[src/rtl/xfer_tracker_pkg.sv]
package xfer_tracker_pkg;
  localparam int unsigned REG_AW = 4;
  localparam logic [REG_AW-1:0] OFS_CNT = 4'h0;
  localparam logic [REG_AW-1:0] OFS_ADR = 4'h4;
  localparam logic [REG_AW-1:0] OFS_CTL = 4'h8;
  localparam logic [REG_AW-1:0] OFS_STS = 4'h9;
  localparam logic [REG_AW-1:0] OFS_IEN = 4'hA;
  localparam int unsigned EVT_N = 2;
  typedef enum int unsigned {EVT_DONE = 0, EVT_WRAP = 1} evt_e;
endpackage

[src/rtl/xfer_counter.sv]
module xfer_counter #(
  parameter int unsigned CNT_W = 24,
  parameter int unsigned ADR_W = 32,
  localparam int unsigned CNT_B = CNT_W / 8,
  localparam int unsigned ADR_B = ADR_W / 8
) (
  input  logic             clk_i,
  input  logic             rst_ni,
  input  logic [CNT_B-1:0] cnt_we_i,
  input  logic [ADR_B-1:0] adr_we_i,
  input  logic             cnt_clr_i,
  input  logic [7:0]       wdata_i,
  input  logic             step_i,
  output logic [CNT_W-1:0] cnt_o,
  output logic [ADR_W-1:0] adr_o,
  output logic             zero_evt_o,
  output logic             wrap_evt_o
);
  logic [CNT_W-1:0] cnt_q, cnt_d;
  logic [ADR_W-1:0] adr_q, adr_d;
  logic load, go;

  assign load = (|cnt_we_i) | (|adr_we_i) | cnt_clr_i;
  assign go   = step_i & ~load;  // software load wins

  always_comb begin
    cnt_d = cnt_q;
    adr_d = adr_q;
    if (cnt_clr_i) cnt_d = '0;
    for (int i = 0; i < CNT_B; i++)
      if (cnt_we_i[i]) cnt_d[i*8 +: 8] = wdata_i;
    for (int i = 0; i < ADR_B; i++)
      if (adr_we_i[i]) adr_d[i*8 +: 8] = wdata_i;
    if (go) begin
      cnt_d = cnt_q - CNT_W'(1);
      adr_d = adr_q + ADR_W'(1);
    end
  end

  always_ff @(posedge clk_i or negedge rst_ni) begin
    if (!rst_ni) begin
      cnt_q <= '0;
      adr_q <= '0;
    end else begin
      cnt_q <= cnt_d;
      adr_q <= adr_d;
    end
  end

  assign zero_evt_o = go && (cnt_q == CNT_W'(1));
  assign wrap_evt_o = go && (cnt_q == '0);
  assign cnt_o = cnt_q;
  assign adr_o = adr_q;

  a_r3_step_moves_both: assert property (@(posedge clk_i) disable iff (!rst_ni)
    (step_i && !load) |=> (cnt_q == $past(cnt_q) - CNT_W'(1)) && (adr_q == $past(adr_q) + ADR_W'(1)));
  a_r3_idle_holds: assert property (@(posedge clk_i) disable iff (!rst_ni)
    (!step_i && !load) |=> $stable(cnt_q) && $stable(adr_q));
  a_r4_adr_load_wins: assert property (@(posedge clk_i) disable iff (!rst_ni)
    (step_i && (|adr_we_i) && !(|cnt_we_i) && !cnt_clr_i) |=> $stable(cnt_q));
  a_r5_clr_zeroes: assert property (@(posedge clk_i) disable iff (!rst_ni)
    (cnt_clr_i && !(|cnt_we_i)) |=> (cnt_q == '0) && $stable(adr_q));
endmodule

[src/rtl/xfer_irq.sv]
module xfer_irq #(
  parameter int unsigned N = 2
) (
  input  logic         clk_i,
  input  logic         rst_ni,
  input  logic [N-1:0] set_i,
  input  logic [N-1:0] clr_i,
  input  logic         en_we_i,
  input  logic [N-1:0] en_wdata_i,
  output logic [N-1:0] sts_o,
  output logic [N-1:0] en_o,
  output logic         irq_o
);
  logic [N-1:0] sts_q, en_q;

  always_ff @(posedge clk_i or negedge rst_ni) begin
    if (!rst_ni) begin
      sts_q <= '0;
      en_q  <= '0;
    end else begin
      sts_q <= (sts_q & ~clr_i) | set_i;  // set beats clear
      if (en_we_i) en_q <= en_wdata_i;
    end
  end

  assign sts_o = sts_q;
  assign en_o  = en_q;
  assign irq_o = |(sts_q & en_q);

  a_r8_set_wins: assert property (@(posedge clk_i) disable iff (!rst_ni)
    (|set_i) |=> ((sts_q & $past(set_i)) == $past(set_i)));
  a_r8_hold_without_write: assert property (@(posedge clk_i) disable iff (!rst_ni)
    (set_i == '0 && clr_i == '0) |=> $stable(sts_q));
  a_r9_no_irq_when_masked: assert property (@(posedge clk_i) disable iff (!rst_ni)
    (en_q == '0) |-> !irq_o);
endmodule

[src/rtl/xfer_tracker.sv]
module xfer_tracker
  import xfer_tracker_pkg::*;
#(
  parameter int unsigned CNT_W = 24,
  parameter int unsigned ADR_W = 32,
  localparam int unsigned CNT_B = CNT_W / 8,
  localparam int unsigned ADR_B = ADR_W / 8
) (
  input  logic              clk_i,
  input  logic              rst_ni,
  input  logic              reg_we_i,
  input  logic [REG_AW-1:0] reg_addr_i,
  input  logic [7:0]        reg_wdata_i,
  output logic [7:0]        reg_rdata_o,
  input  logic              byte_done_i,
  output logic              irq_o
);
  logic [CNT_B-1:0] cnt_we;
  logic [ADR_B-1:0] adr_we;
  logic             cnt_clr, sts_we, ien_we;
  logic [CNT_W-1:0] cnt;
  logic [ADR_W-1:0] adr;
  logic             zero_evt, wrap_evt;
  logic [EVT_N-1:0] evt_set, evt_clr, sts, ien;

  for (genvar g = 0; g < CNT_B; g++) begin : g_cnt_dec
    assign cnt_we[g] = reg_we_i && (reg_addr_i == OFS_CNT + REG_AW'(g));
  end
  for (genvar g = 0; g < ADR_B; g++) begin : g_adr_dec
    assign adr_we[g] = reg_we_i && (reg_addr_i == OFS_ADR + REG_AW'(g));
  end
  assign cnt_clr = reg_we_i && (reg_addr_i == OFS_CTL) && reg_wdata_i[0];
  assign sts_we  = reg_we_i && (reg_addr_i == OFS_STS);
  assign ien_we  = reg_we_i && (reg_addr_i == OFS_IEN);

  xfer_counter #(.CNT_W(CNT_W), .ADR_W(ADR_W)) i_counter (
    .clk_i      (clk_i),
    .rst_ni     (rst_ni),
    .cnt_we_i   (cnt_we),
    .adr_we_i   (adr_we),
    .cnt_clr_i  (cnt_clr),
    .wdata_i    (reg_wdata_i),
    .step_i     (byte_done_i),
    .cnt_o      (cnt),
    .adr_o      (adr),
    .zero_evt_o (zero_evt),
    .wrap_evt_o (wrap_evt)
  );

  always_comb begin
    evt_set = '0;
    evt_set[EVT_DONE] = zero_evt;
    evt_set[EVT_WRAP] = wrap_evt;
  end
  assign evt_clr = sts_we ? reg_wdata_i[EVT_N-1:0] : '0;

  xfer_irq #(.N(EVT_N)) i_irq (
    .clk_i      (clk_i),
    .rst_ni     (rst_ni),
    .set_i      (evt_set),
    .clr_i      (evt_clr),
    .en_we_i    (ien_we),
    .en_wdata_i (reg_wdata_i[EVT_N-1:0]),
    .sts_o      (sts),
    .en_o       (ien),
    .irq_o      (irq_o)
  );

  always_comb begin
    reg_rdata_o = '0;
    for (int i = 0; i < CNT_B; i++)
      if (reg_addr_i == OFS_CNT + REG_AW'(i)) reg_rdata_o = cnt[i*8 +: 8];
    for (int i = 0; i < ADR_B; i++)
      if (reg_addr_i == OFS_ADR + REG_AW'(i)) reg_rdata_o = adr[i*8 +: 8];
    if (reg_addr_i == OFS_STS) reg_rdata_o = 8'(sts);
    if (reg_addr_i == OFS_IEN) reg_rdata_o = 8'(ien);
  end

  a_r6_done_only_from_one: assert property (@(posedge clk_i) disable iff (!rst_ni)
    $rose(sts[EVT_DONE]) |-> ($past(cnt) == CNT_W'(1)) && (cnt == '0));
  a_r7_wrap_to_all_ones: assert property (@(posedge clk_i) disable iff (!rst_ni)
    $rose(sts[EVT_WRAP]) |-> ($past(cnt) == '0) && (cnt == '1));
endmodule

[config.mk]
export PLATFORM = sky130hd
export DESIGN_NAME = xfer_tracker
export DESIGN_NICKNAME = d
export VERILOG_FILES = /design/src/rtl/xfer_tracker_pkg.sv /design/src/rtl/xfer_counter.sv /design/src/rtl/xfer_irq.sv /design/src/rtl/xfer_tracker.sv
export SDC_FILE = /design/constraint.sdc
export NUM_CORES = 1
export LEC_CHECK = 0
export ABC_CLOCK_PERIOD_IN_PS = 7800
export BUFFER_PORTS_ARGS = -buffer_cell sky130_fd_sc_hd__buf_4
export CELL_PAD_IN_SITES_DETAIL_PLACEMENT = 0
export CELL_PAD_IN_SITES_GLOBAL_PLACEMENT = 1
export CORE_ASPECT_RATIO = 0.8
export CORE_MARGIN = 2
export CORE_UTILIZATION = 35
export CTS_BUF_LIST = sky130_fd_sc_hd__clkbuf_8 sky130_fd_sc_hd__clkbuf_16
export DETAILED_ROUTE_END_ITERATION = 12
export PLACE_DENSITY = 0.74
export SYNTH_ARGS = -nofsm -noshare
export SYNTH_HDL_FRONTEND = slang
export SYNTH_SLANG_ARGS = --single-unit
[constraint.sdc]
create_clock -name clk_i -period 7.8 [get_ports clk_i]
set_input_delay 1.95 -clock clk_i [delete_from_list [all_inputs] [get_ports clk_i]]
set_output_delay 1.95 -clock clk_i [all_outputs]
set_load 0.005 [all_outputs]
==> results of run 1 <==
worst max path at each step:
stage,slack (ns),to,from
2_1_floorplan,2.58,reg_rdata_o[7],reg_addr_i[0]
3_3_place_gp,2.19,reg_rdata_o[0],reg_addr_i[0]
3_5_place_dp,2.11,reg_rdata_o[1],reg_addr_i[0]
6_report,2.04,reg_rdata_o[1],reg_addr_i[0]
5_1_grt,1.89,reg_rdata_o[0],reg_addr_i[0]
4_1_cts,2.11,reg_rdata_o[1],reg_addr_i[0]
metal layers:
metal	vias up	GRT usage [%]	wire [um]
met5	-	0	0
met4	0	6.68	283
met2	165	35.1	6350
met1	2074	34.8	7110
met3	22	4.14	845
li1	1922	-	-
final cells by class:
cell class | count | area [um^2]
Inverter | 13 | 48.8
Clock buffer | 11 | 253
Clock inverter | 4 | 17.5
Multi-Input combinational cell | 390 | 2540
Fill cell | 1152 | 6860
Tap cell | 148 | 185
Timing Repair Buffer | 27 | 203
Sequential cell | 60 | 1500
per-stage QoR:
| step | utilization [%] | hold slack [ns] |
|---|---|---|
| after floorplan | - | 0.465 |
| after global placement | 38.6 | 0.519 |
| after detailed placement | 38.6 | 0.523 |
| after CTS | 40.9 | 0.534 |
| after global routing | 40.9 | 0.549 |
| final | 40.9 | 0.527 |
registers in the layout, indices dropped and copies added, names as in the netlist:
register,cells
i_counter.adr_o,32
i_counter.cnt_o,24
i_irq.en_o,2
i_irq.sts_o,2
layout by cell type, fill, tap and decap left out, types with 11 or more instances in the layout:
cell type	count
a211oi_1	18
a21oi_1	20
a221o_1	15
buf_4	27
dfrtp_1	60
inv_1	15
mux2_2	14
nand2_1	38
nand3_1	21
nor2_1	50
nor3_1	28
o211ai_1	11
o21ai_0	34
o22ai_1	11
cell usage after synthesis, types with 3 or more instances:
| cell | n | area (um^2) |
|---|---|---|
| a311oi_1 | 7 | 61.3 |
| nor2_1 | 50 | 188 |
| a21oi_1 | 20 | 100 |
| nor3b_1 | 5 | 37.5 |
| and2_1 | 7 | 43.8 |
| dfrtp_1 | 60 | 1500 |
| and4_1 | 5 | 43.8 |
| nor3_1 | 28 | 140 |
| o311ai_0 | 6 | 52.6 |
| o21ai_0 | 34 | 170 |
| clkbuf_1 | 17 | 63.8 |
| a211oi_1 | 18 | 135 |
| a32oi_1 | 3 | 26.3 |
| nand3_1 | 21 | 105 |
| a22oi_1 | 4 | 30.0 |
| nor4_1 | 8 | 50.1 |
| nand2b_1 | 5 | 31.3 |
| a21o_1 | 6 | 45.0 |
| buf_1 | 3 | 11.3 |
| ha_1 | 4 | 50.1 |
| o22ai_1 | 11 | 68.8 |
| or3_1 | 3 | 18.8 |
| mux2i_1 | 6 | 60.1 |
| nor2b_1 | 5 | 31.3 |
| nand2_1 | 38 | 143 |
| buf_2 | 4 | 20.0 |
| nand4_1 | 9 | 56.3 |
| and3_1 | 5 | 31.3 |
| a221o_1 | 15 | 150 |
| mux2_2 | 14 | 158 |
| o211ai_1 | 11 | 82.6 |
| inv_1 | 13 | 48.8 |
power groups by stage:
stage / logic [uW] / clock network (uW) / registers [uW]
2_1_floorplan: 374 / 0 / 505
3_3_place_gp: 460 / 0 / 567
3_5_place_dp: 475 / 0 / 569
4_1_cts: 476 / 372 / 565
5_1_grt: 535 / 388 / 587
6_report: 480 / 370 / 571
worst max-delay path, cell delays in order:
cell and delay [ns]:
buf_4 0.24, nor2b_1 0.83, a22oi_1 0.15, o21ai_0 0.20, a21oi_1 0.09, o22ai_1 0.19, buf_4 0.14
logic make-up after synthesis:
| kind of cell | share of synthesized area [%] |
|---|---|
| xor gates and xnor gates | 0.416 |
| adders and majority gates | 1.19 |
| buffers and inverters | 4.07 |
| muxes | 5.70 |
| AOI/OAI and AO/OA | 27.4 |
| DFF | 35.7 |
| and+or+nand+nor | 25.6 |
==> flow_summary_export.csv, run 1 <==
group,metric,value,unit
logic_synthesis,yosysSeqAreaShare,35.7,%
finish,finalNetCount,521,
routing,antenna_left,0,
run_status,outcome,"finished clean",
min_path,hold_path.class,"register to register",
sta,period_minus_slack,5.76,ns
routing,drtPass1Iterations,5,
sta,setup_viol,0,
logic_synthesis,synth-edff-count,0,
logic_synthesis,synth_cells,490,
sta,drv_slew,0,
clock_network,numCtsBuffers,9,
floorplanning,coreArea,11600,um^2
critical_path,cp_max_fo,34,
critical_path,r2r_start,"i_counter.cnt_o[8]",
logic_synthesis,ys.flop_type,"dfrtp_1",
logic_synthesis,syn_area,4210,um^2
place,placed_cells,638,
floorplanning,die_w,127,um
power,pwr-share-seq,40.2,%
clock_network,holdBufCountCts,0,
min_path,min-delay-start,"i_counter.cnt_o[6]",
place,placed_area,4480,um^2
floorplanning,die_area,12900,um^2
critical_path,r2r_slack,5.29,ns
routing,wl_per_cell,22.4,um
place,globalplace.congestion,0.879,
clock_network,cts-resized-gates,0,
clock_network,cts_root_buffer,"clkbuf_16",
clock_network,cts_num_sinks,60,
power,power,1420,uW
critical_path,worstSetupEndpointType,"output pin",
power,swShare,40.8,%
power,p_switching,580,uW
job,cap_viol_max_count,0,
min_path,hold_depth,1,
sta,relSlewSlack,21.7,%
critical_path,r2r-end,"i_counter.cnt_o[22]",
critical_path,worstPathRequired,5.85,ns
routing,drtIter0Drc,523,
sta,final.setup.worst_slack,2.04,ns
finish,n_antenna_cell,0,
clock_network,clockBufferDepth,2,
floorplanning,die_h,102,um
logic_synthesis,ys_async_sr_fraction,100,%
place,pre_cts_ws,2.11,ns
global_routing,grt_overflow,0,
power,p_comb_share,33.8,%
sta,rsz0062_at_grt,"false",
global_routing,grt_max_degree,61,
critical_path,crit_path_start_kind,"input port",
critical_path,reg2reg_depth,5,
floorplanning,start_util,36.3,%
global_routing,grt_pass1_vias,4001,
logic_synthesis,ys_types,63,
place,port_buffers,24,
logic_synthesis,yosys_warnings,0,
min_path,min_to,"i_counter.cnt_o[6]",
logic_synthesis,syn_avg_cell_area,8.59,um^2
clock_network,cts_tree,"yes",
global_routing,antenna_found_initial,0,
routing,drc,0,
sta,worstMarginPinSlew,1.17,ns
logic_synthesis,syn_nets,510,
power,clkPwrFrac,26.0,%
floorplanning,placement_rows,35,
clock_network,clkTransAtPathRegs,0.05,ns
global_routing,grt_pass1_wl,23100,um
clock_network,clk-insertion-delay-late,0.33,ns
place,dpl.hpwl,10300,um
critical_path,critical_path_class,"input port to output pin",
routing,vias_per_cell,6.41,
sta,tns,0,ns
floorplanning,ioPinCount,25,
routing,drt_wl_total,14600,um
clock_network,cts_setup_buffers,0,
logic_synthesis,synth.ff_latch_count,60,
finish,drive_gt1_share,13.7,%
finish,syn2layout_area_growth,12.7,%
routing,via_count,4183,
power,internal_power,840,uW
power,p_leak,0.00192,uW
finish,stdcell_area,4750,um^2
critical_path,crit_arrival,3.81,ns
power,peakVddDrop,0.191,mV
sta,clock.fmax,174,MHz
clock_network,htreeDepth,3,
power,power_density,299,nW/um^2
global_routing,grt_use_total,23.5,%
sta,clock-skew-final,0.00418,ns
sta,hold_viol,0,
finish,instances_no_fill,653,
sta,fin_crit_sh,73.8,%
No activity file was read; power rests on OpenSTA's default activity.
==> inputs of run 2 (changes only) <==
- ABC_CLOCK_PERIOD_IN_PS: 7800 -> 5100
- PLACE_DENSITY: 0.74 -> 0.76
- clock period: 7.8 -> 5.1 ns (I/O delays scaled with it)
==> run 2 against run 1 <==
  * Count of clock-buffer cells in the layout up 1
  * Non-clock buffer count unchanged
  * Combinational power up 53%
  * Highest routed layer unchanged
  * Global-route usage down 0.83 points
  * Setup slack worse by 1.0 ns
  * Hold slack better by 0.0063 ns
  * Largest cell class unchanged
  * Sequential share of layout area down 0.083 points
  * Flip-flop and latch count unchanged
  * Clock power up 56%
  * Clock skew up 0.0017 ns
  * Via count up 0.62%
  * Sequential power up 51%
==> flow_summary_export.csv, run 2 (synthesis results as in run 1) <==
group,metric,value,unit
place,port_buffers,24,
critical_path,worstSetupEndpointType,"output pin",
clock_network,holdBufCountCts,0,
clock_network,cts_num_sinks,60,
sta,setup_viol,0,
place,placed_cells,638,
min_path,min_to,"i_counter.cnt_o[6]",
clock_network,clk-insertion-delay-late,0.33,ns
routing,drtIter0Drc,377,
floorplanning,coreArea,11600,um^2
power,peakVddDrop,0.255,mV
clock_network,cts_tree,"yes",
global_routing,grt_use_total,22.6,%
routing,drtPass1Iterations,4,
min_path,hold_depth,1,
finish,layout_common_cells,"dfrtp_1, nor2_1, nand2_1, o21ai_0, nor3_1",
global_routing,grt_overflow,0,
sta,hold_slack,0.533,ns
run_status,outcome,"finished clean",
sta,fin_crit_sh,80.0,%
min_path,min-delay-start,"i_counter.cnt_o[6]",
finish,largest_reg_flops,32,
routing,vias_per_cell,6.44,
sta,drv_slew,0,
critical_path,reg2reg_depth,5,
floorplanning,die_h,102,um
finish,instances_no_fill,654,
finish,finalNetCount,521,
floorplanning,die_area,12900,um^2
clock_network,cts_root_buffer,"clkbuf_16",
floorplanning,ioPinCount,25,
critical_path,cp_max_fo,34,
floorplanning,die_w,127,um
place,globalplace.congestion,0.897,
routing,via_count,4209,
clock_network,clkTransAtPathRegs,0.05,ns
sta,relSlewSlack,26.3,%
sta,period_minus_slack,4.08,ns
power,power_density,457,nW/um^2
sta,tns,0,ns
power,p_leak,0.00193,uW
critical_path,crit_path_start_kind,"input port",
routing,antenna_left,0,
floorplanning,placement_rows,35,
job,cap_viol_max_count,0,
sta,rsz0062_at_grt,"false",
sta,worstMarginPinSlew,1.08,ns
critical_path,r2r-end,"i_counter.cnt_o[22]",
sta,clock-skew-final,0.00591,ns
clock_network,cts-resized-gates,0,
routing,wl_per_cell,21.6,um
critical_path,worstPathRequired,3.83,ns
critical_path,r2r_slack,2.60,ns
finish,drive_gt1_share,13.6,%
sta,hold_viol,0,
routing,drt_wl_total,14100,um
clock_network,htreeDepth,3,
global_routing,grt_pass1_wl,22500,um
clock_network,numCtsBuffers,9,
global_routing,antenna_found_initial,0,
min_path,hold_path.class,"register to register",
sta,clock.fmax,245,MHz
critical_path,crit_arrival,2.81,ns
finish,stdcell_area,4760,um^2
place,dpl.hpwl,10100,um
finish,final_common_cell,"dfrtp_1",
clock_network,cts_setup_buffers,0,
global_routing,grt_max_degree,61,
finish,n_antenna_cell,0,
global_routing,grt_pass1_vias,3858,
clock_network,clockBufferDepth,2,
place,placed_area,4480,um^2
critical_path,critical_path_class,"input port to output pin",
critical_path,r2r_start,"i_counter.cnt_o[3]",
finish,syn2layout_area_growth,13.0,%
routing,drc,0,
floorplanning,start_util,36.3,%
## run 2: cell count changes in the layout (fill, tap and decap cells not counted)
cell	previous run	this run
clkbuf_8	2	3
clkinv_2	2	1
inv_1	15	16
## run 2: power breakdown
part | total [uW] | internal (uW) | switching, uW
clock network | 578 | 362 | 216
registers | 865 | 630 | 235
logic | 732 | 309 | 424
## run 2: per-layer routing
layer  global-route usage (%)  share of wire, %
met1                     34.5                49
met2                     32.3                42
met3                     4.29               6.5
met4                     6.76               2.1
met5                        0                 0
## run 2: layout make-up
| cell class | instances | area, um^2 |
|---|---|---|
| clock buffer | 12 | 267 |
| fill | 1122 | 6850 |
| sequential | 60 | 1500 |
| tap | 148 | 185 |
| timing repair buffer | 27 | 203 |
| multi-input combinational | 390 | 2540 |
| clock inverter | 4 | 16.3 |
| inverter | 13 | 48.8 |
## run 2: how the worst max path moves through the flow
| stage | startpoint | to | slack (ns) | cells after the start |
|---|---|---|---|---|
| 6_report | reg_addr_i[0] | reg_rdata_o[0] | 1.02 | 7 |
| 5_1_grt | reg_addr_i[0] | reg_rdata_o[0] | 0.86 | 7 |
| 4_1_cts | reg_addr_i[0] | reg_rdata_o[0] | 1.01 | 7 |
| 3_5_place_dp | reg_addr_i[0] | reg_rdata_o[0] | 1.03 | 7 |
| 3_3_place_gp | reg_addr_i[0] | reg_rdata_o[0] | 1.19 | 7 |
| 2_1_floorplan | reg_addr_i[0] | reg_rdata_o[7] | 1.23 | 5 |
## run 2: worst max-delay path, stage by stage
cell	delay, ns
buf_4	0.35
nor2b_1	0.42
a22oi_1	0.15
o21ai_0	0.20
a21oi_1	0.11
o22ai_1	0.17
buf_4	0.14
## run 2: stage by stage
step | worst slack (ns) | util (%) | power, uW
3_5_place_dp | 1.03 | 38.6 | 1580
6_report | 1.02 | 41.0 | 2180
2_1_floorplan | 1.23 | - | 1340
3_3_place_gp | 1.19 | 38.6 | 1570
4_1_cts | 1.01 | 41.0 | 2170
5_1_grt | 0.857 | 41.0 | 2310
==> inputs of run 3 (changes only) <==
- ABC_CLOCK_PERIOD_IN_PS: 5100 -> 3700
- clock period: 5.1 -> 3.7 ns (I/O delays scaled with it)
==> run 3 against run 2 <==
  * Total power grew 36%
  * Die area is the same
  * Combinational power grew 38%
  * Register-to-register slack lost 1.4 ns
  * Core utilization grew 0.28 points
  * Sequential share of layout area shrank 0.21 points
  * Count of clock-buffer cells in the layout shrank 1
  * Global-route usage grew 0.43 points
  * Wire length grew 0.78%
  * First-iteration DRC count grew 27%
  * Via count shrank 1.0%
  * Hold slack is essentially flat
  * Largest power group unchanged
==> flow_summary_export.csv, run 3 (synthesis results as in run 1) <==
group,metric,value,unit
floorplanning,die_w,127,um
finish,syn2layout_area_growth,13.8,%
clock_network,cts_root_buffer,"clkbuf_16",
routing,drtPass1Iterations,5,
sta,final.setup.worst_slack,0.401,ns
floorplanning,coreArea,11600,um^2
place,port_buffers,24,
critical_path,cp_max_fo,29,
clock_network,numCtsBuffers,9,
critical_path,r2r_slack,1.23,ns
routing,drc,0,
critical_path,crit_path_start_kind,"input port",
routing,wl_per_cell,21.6,um
clock_network,clkTransAtPathRegs,0.05,ns
floorplanning,start_util,36.3,%
sta,tns,0,ns
floorplanning,die_area,12900,um^2
critical_path,worstSetupEndpointType,"output pin",
routing,via_count,4167,
clock_network,clockBufferDepth,2,
sta,setup_viol,0,
sta,hold_viol,0,
finish,finalNetCount,527,
power,peakVddDrop,0.289,mV
routing,vias_per_cell,6.32,
place,placed_cells,644,
global_routing,grt_use_total,23.1,%
finish,final_common_cell,"dfrtp_1",
sta,rsz0062_at_grt,"false",
critical_path,worstPathRequired,2.77,ns
place,globalplace.congestion,0.905,
routing,antenna_left,0,
critical_path,critical_path_class,"input port to output pin",
clock_network,clk-insertion-delay-late,0.33,ns
sta,fin_crit_sh,89.2,%
clock_network,cts_num_sinks,60,
floorplanning,die_h,102,um
global_routing,antenna_found_initial,0,
global_routing,grt_pass1_vias,3948,
min_path,hold_path.class,"register to register",
routing,drt_wl_total,14200,um
sta,drv_slew,0,
global_routing,grt_overflow,0,
routing,drtIter0Drc,477,
sta,relSlewSlack,45.9,%
finish,drive_gt1_share,14.7,%
power,power_density,618,nW/um^2
sta,clock-skew-final,0.00849,ns
clock_network,cts_tree,"yes",
global_routing,grt_max_degree,61,
clock_network,holdBufCountCts,0,
floorplanning,ioPinCount,25,
clock_network,htreeDepth,3,
sta,period_minus_slack,3.30,ns
critical_path,crit_arrival,2.37,ns
finish,layout_common_cells,"dfrtp_1, nor2_1, nand2_1, o21ai_0, buf_4",
finish,n_antenna_cell,0,
clock_network,cts-resized-gates,0,
job,cap_viol_max_count,0,
place,pre_cts_ws,0.418,ns
power,p_leak,0.00195,uW
sta,clock.fmax,303,MHz
floorplanning,placement_rows,35,
run_status,outcome,"finished clean",
place,dpl.hpwl,10200,um
finish,instances_no_fill,659,
clock_network,cts_setup_buffers,0,
sta,worstMarginPinSlew,0.811,ns
finish,largest_reg_flops,32,
global_routing,grt_pass1_wl,23000,um
## run 3: cell type report
class,instances,area [um^2]
Clock inverter,4,17.5
Inverter,13,48.8
Fill cell,1147,6810
Clock buffer,11,253
Tap cell,148,185
Sequential cell,60,1500
Timing Repair Buffer,33,248
Multi-Input combinational cell,390,2540
## run 3: report_power, final
| group | total (uW) | switching [uW] | internal (uW) |
|---|---|---|---|
| combinational | 1010 | 578 | 430 |
| sequential | 1190 | 322 | 869 |
| clock | 764 | 287 | 477 |
## run 3: per-stage QoR
step                      util [%]  total power (uW)  hold slack, ns  cell area (um^2)
after detailed placement      39.0              2180           0.519              4520
after CTS                     41.3              2950           0.526              4790
after global routing          41.3              3170           0.549              4790
after floorplan                  -              1850           0.465              4210
after global placement        39.0              2160           0.521              4520
final                         41.3              2960           0.533              4790
## run 3: final timing paths
kind                                    start                   to  cells after the start
min                        i_counter.cnt_o[6]   i_counter.cnt_o[6]                      1
min reg2reg                i_counter.cnt_o[6]   i_counter.cnt_o[6]                      1
max reg2reg                i_counter.cnt_o[3]  i_counter.cnt_o[22]                      5
min in group asynchronous              rst_ni  i_counter.adr_o[27]                      1
max in group asynchronous              rst_ni   i_counter.adr_o[7]                      1
max                             reg_addr_i[0]       reg_rdata_o[0]                      7
## run 3: routing by layer
layer / vias up / global-route usage [%] / share of wire, %
li1: 1933 / - / -
met2: 157 / 33.3 / 42
met1: 2056 / 35.0 / 49
met4: 0 / 5.49 / 1.6
met5: - / 0 / 0
met3: 21 / 4.97 / 7.4
## run 3: critical path: stages
cell and delay (ns):
buf_4 0.31, nor2b_1 0.40, a22oi_1 0.14, o21ai_0 0.18, a21oi_1 0.10, o22ai_1 0.18
buf_4 0.14
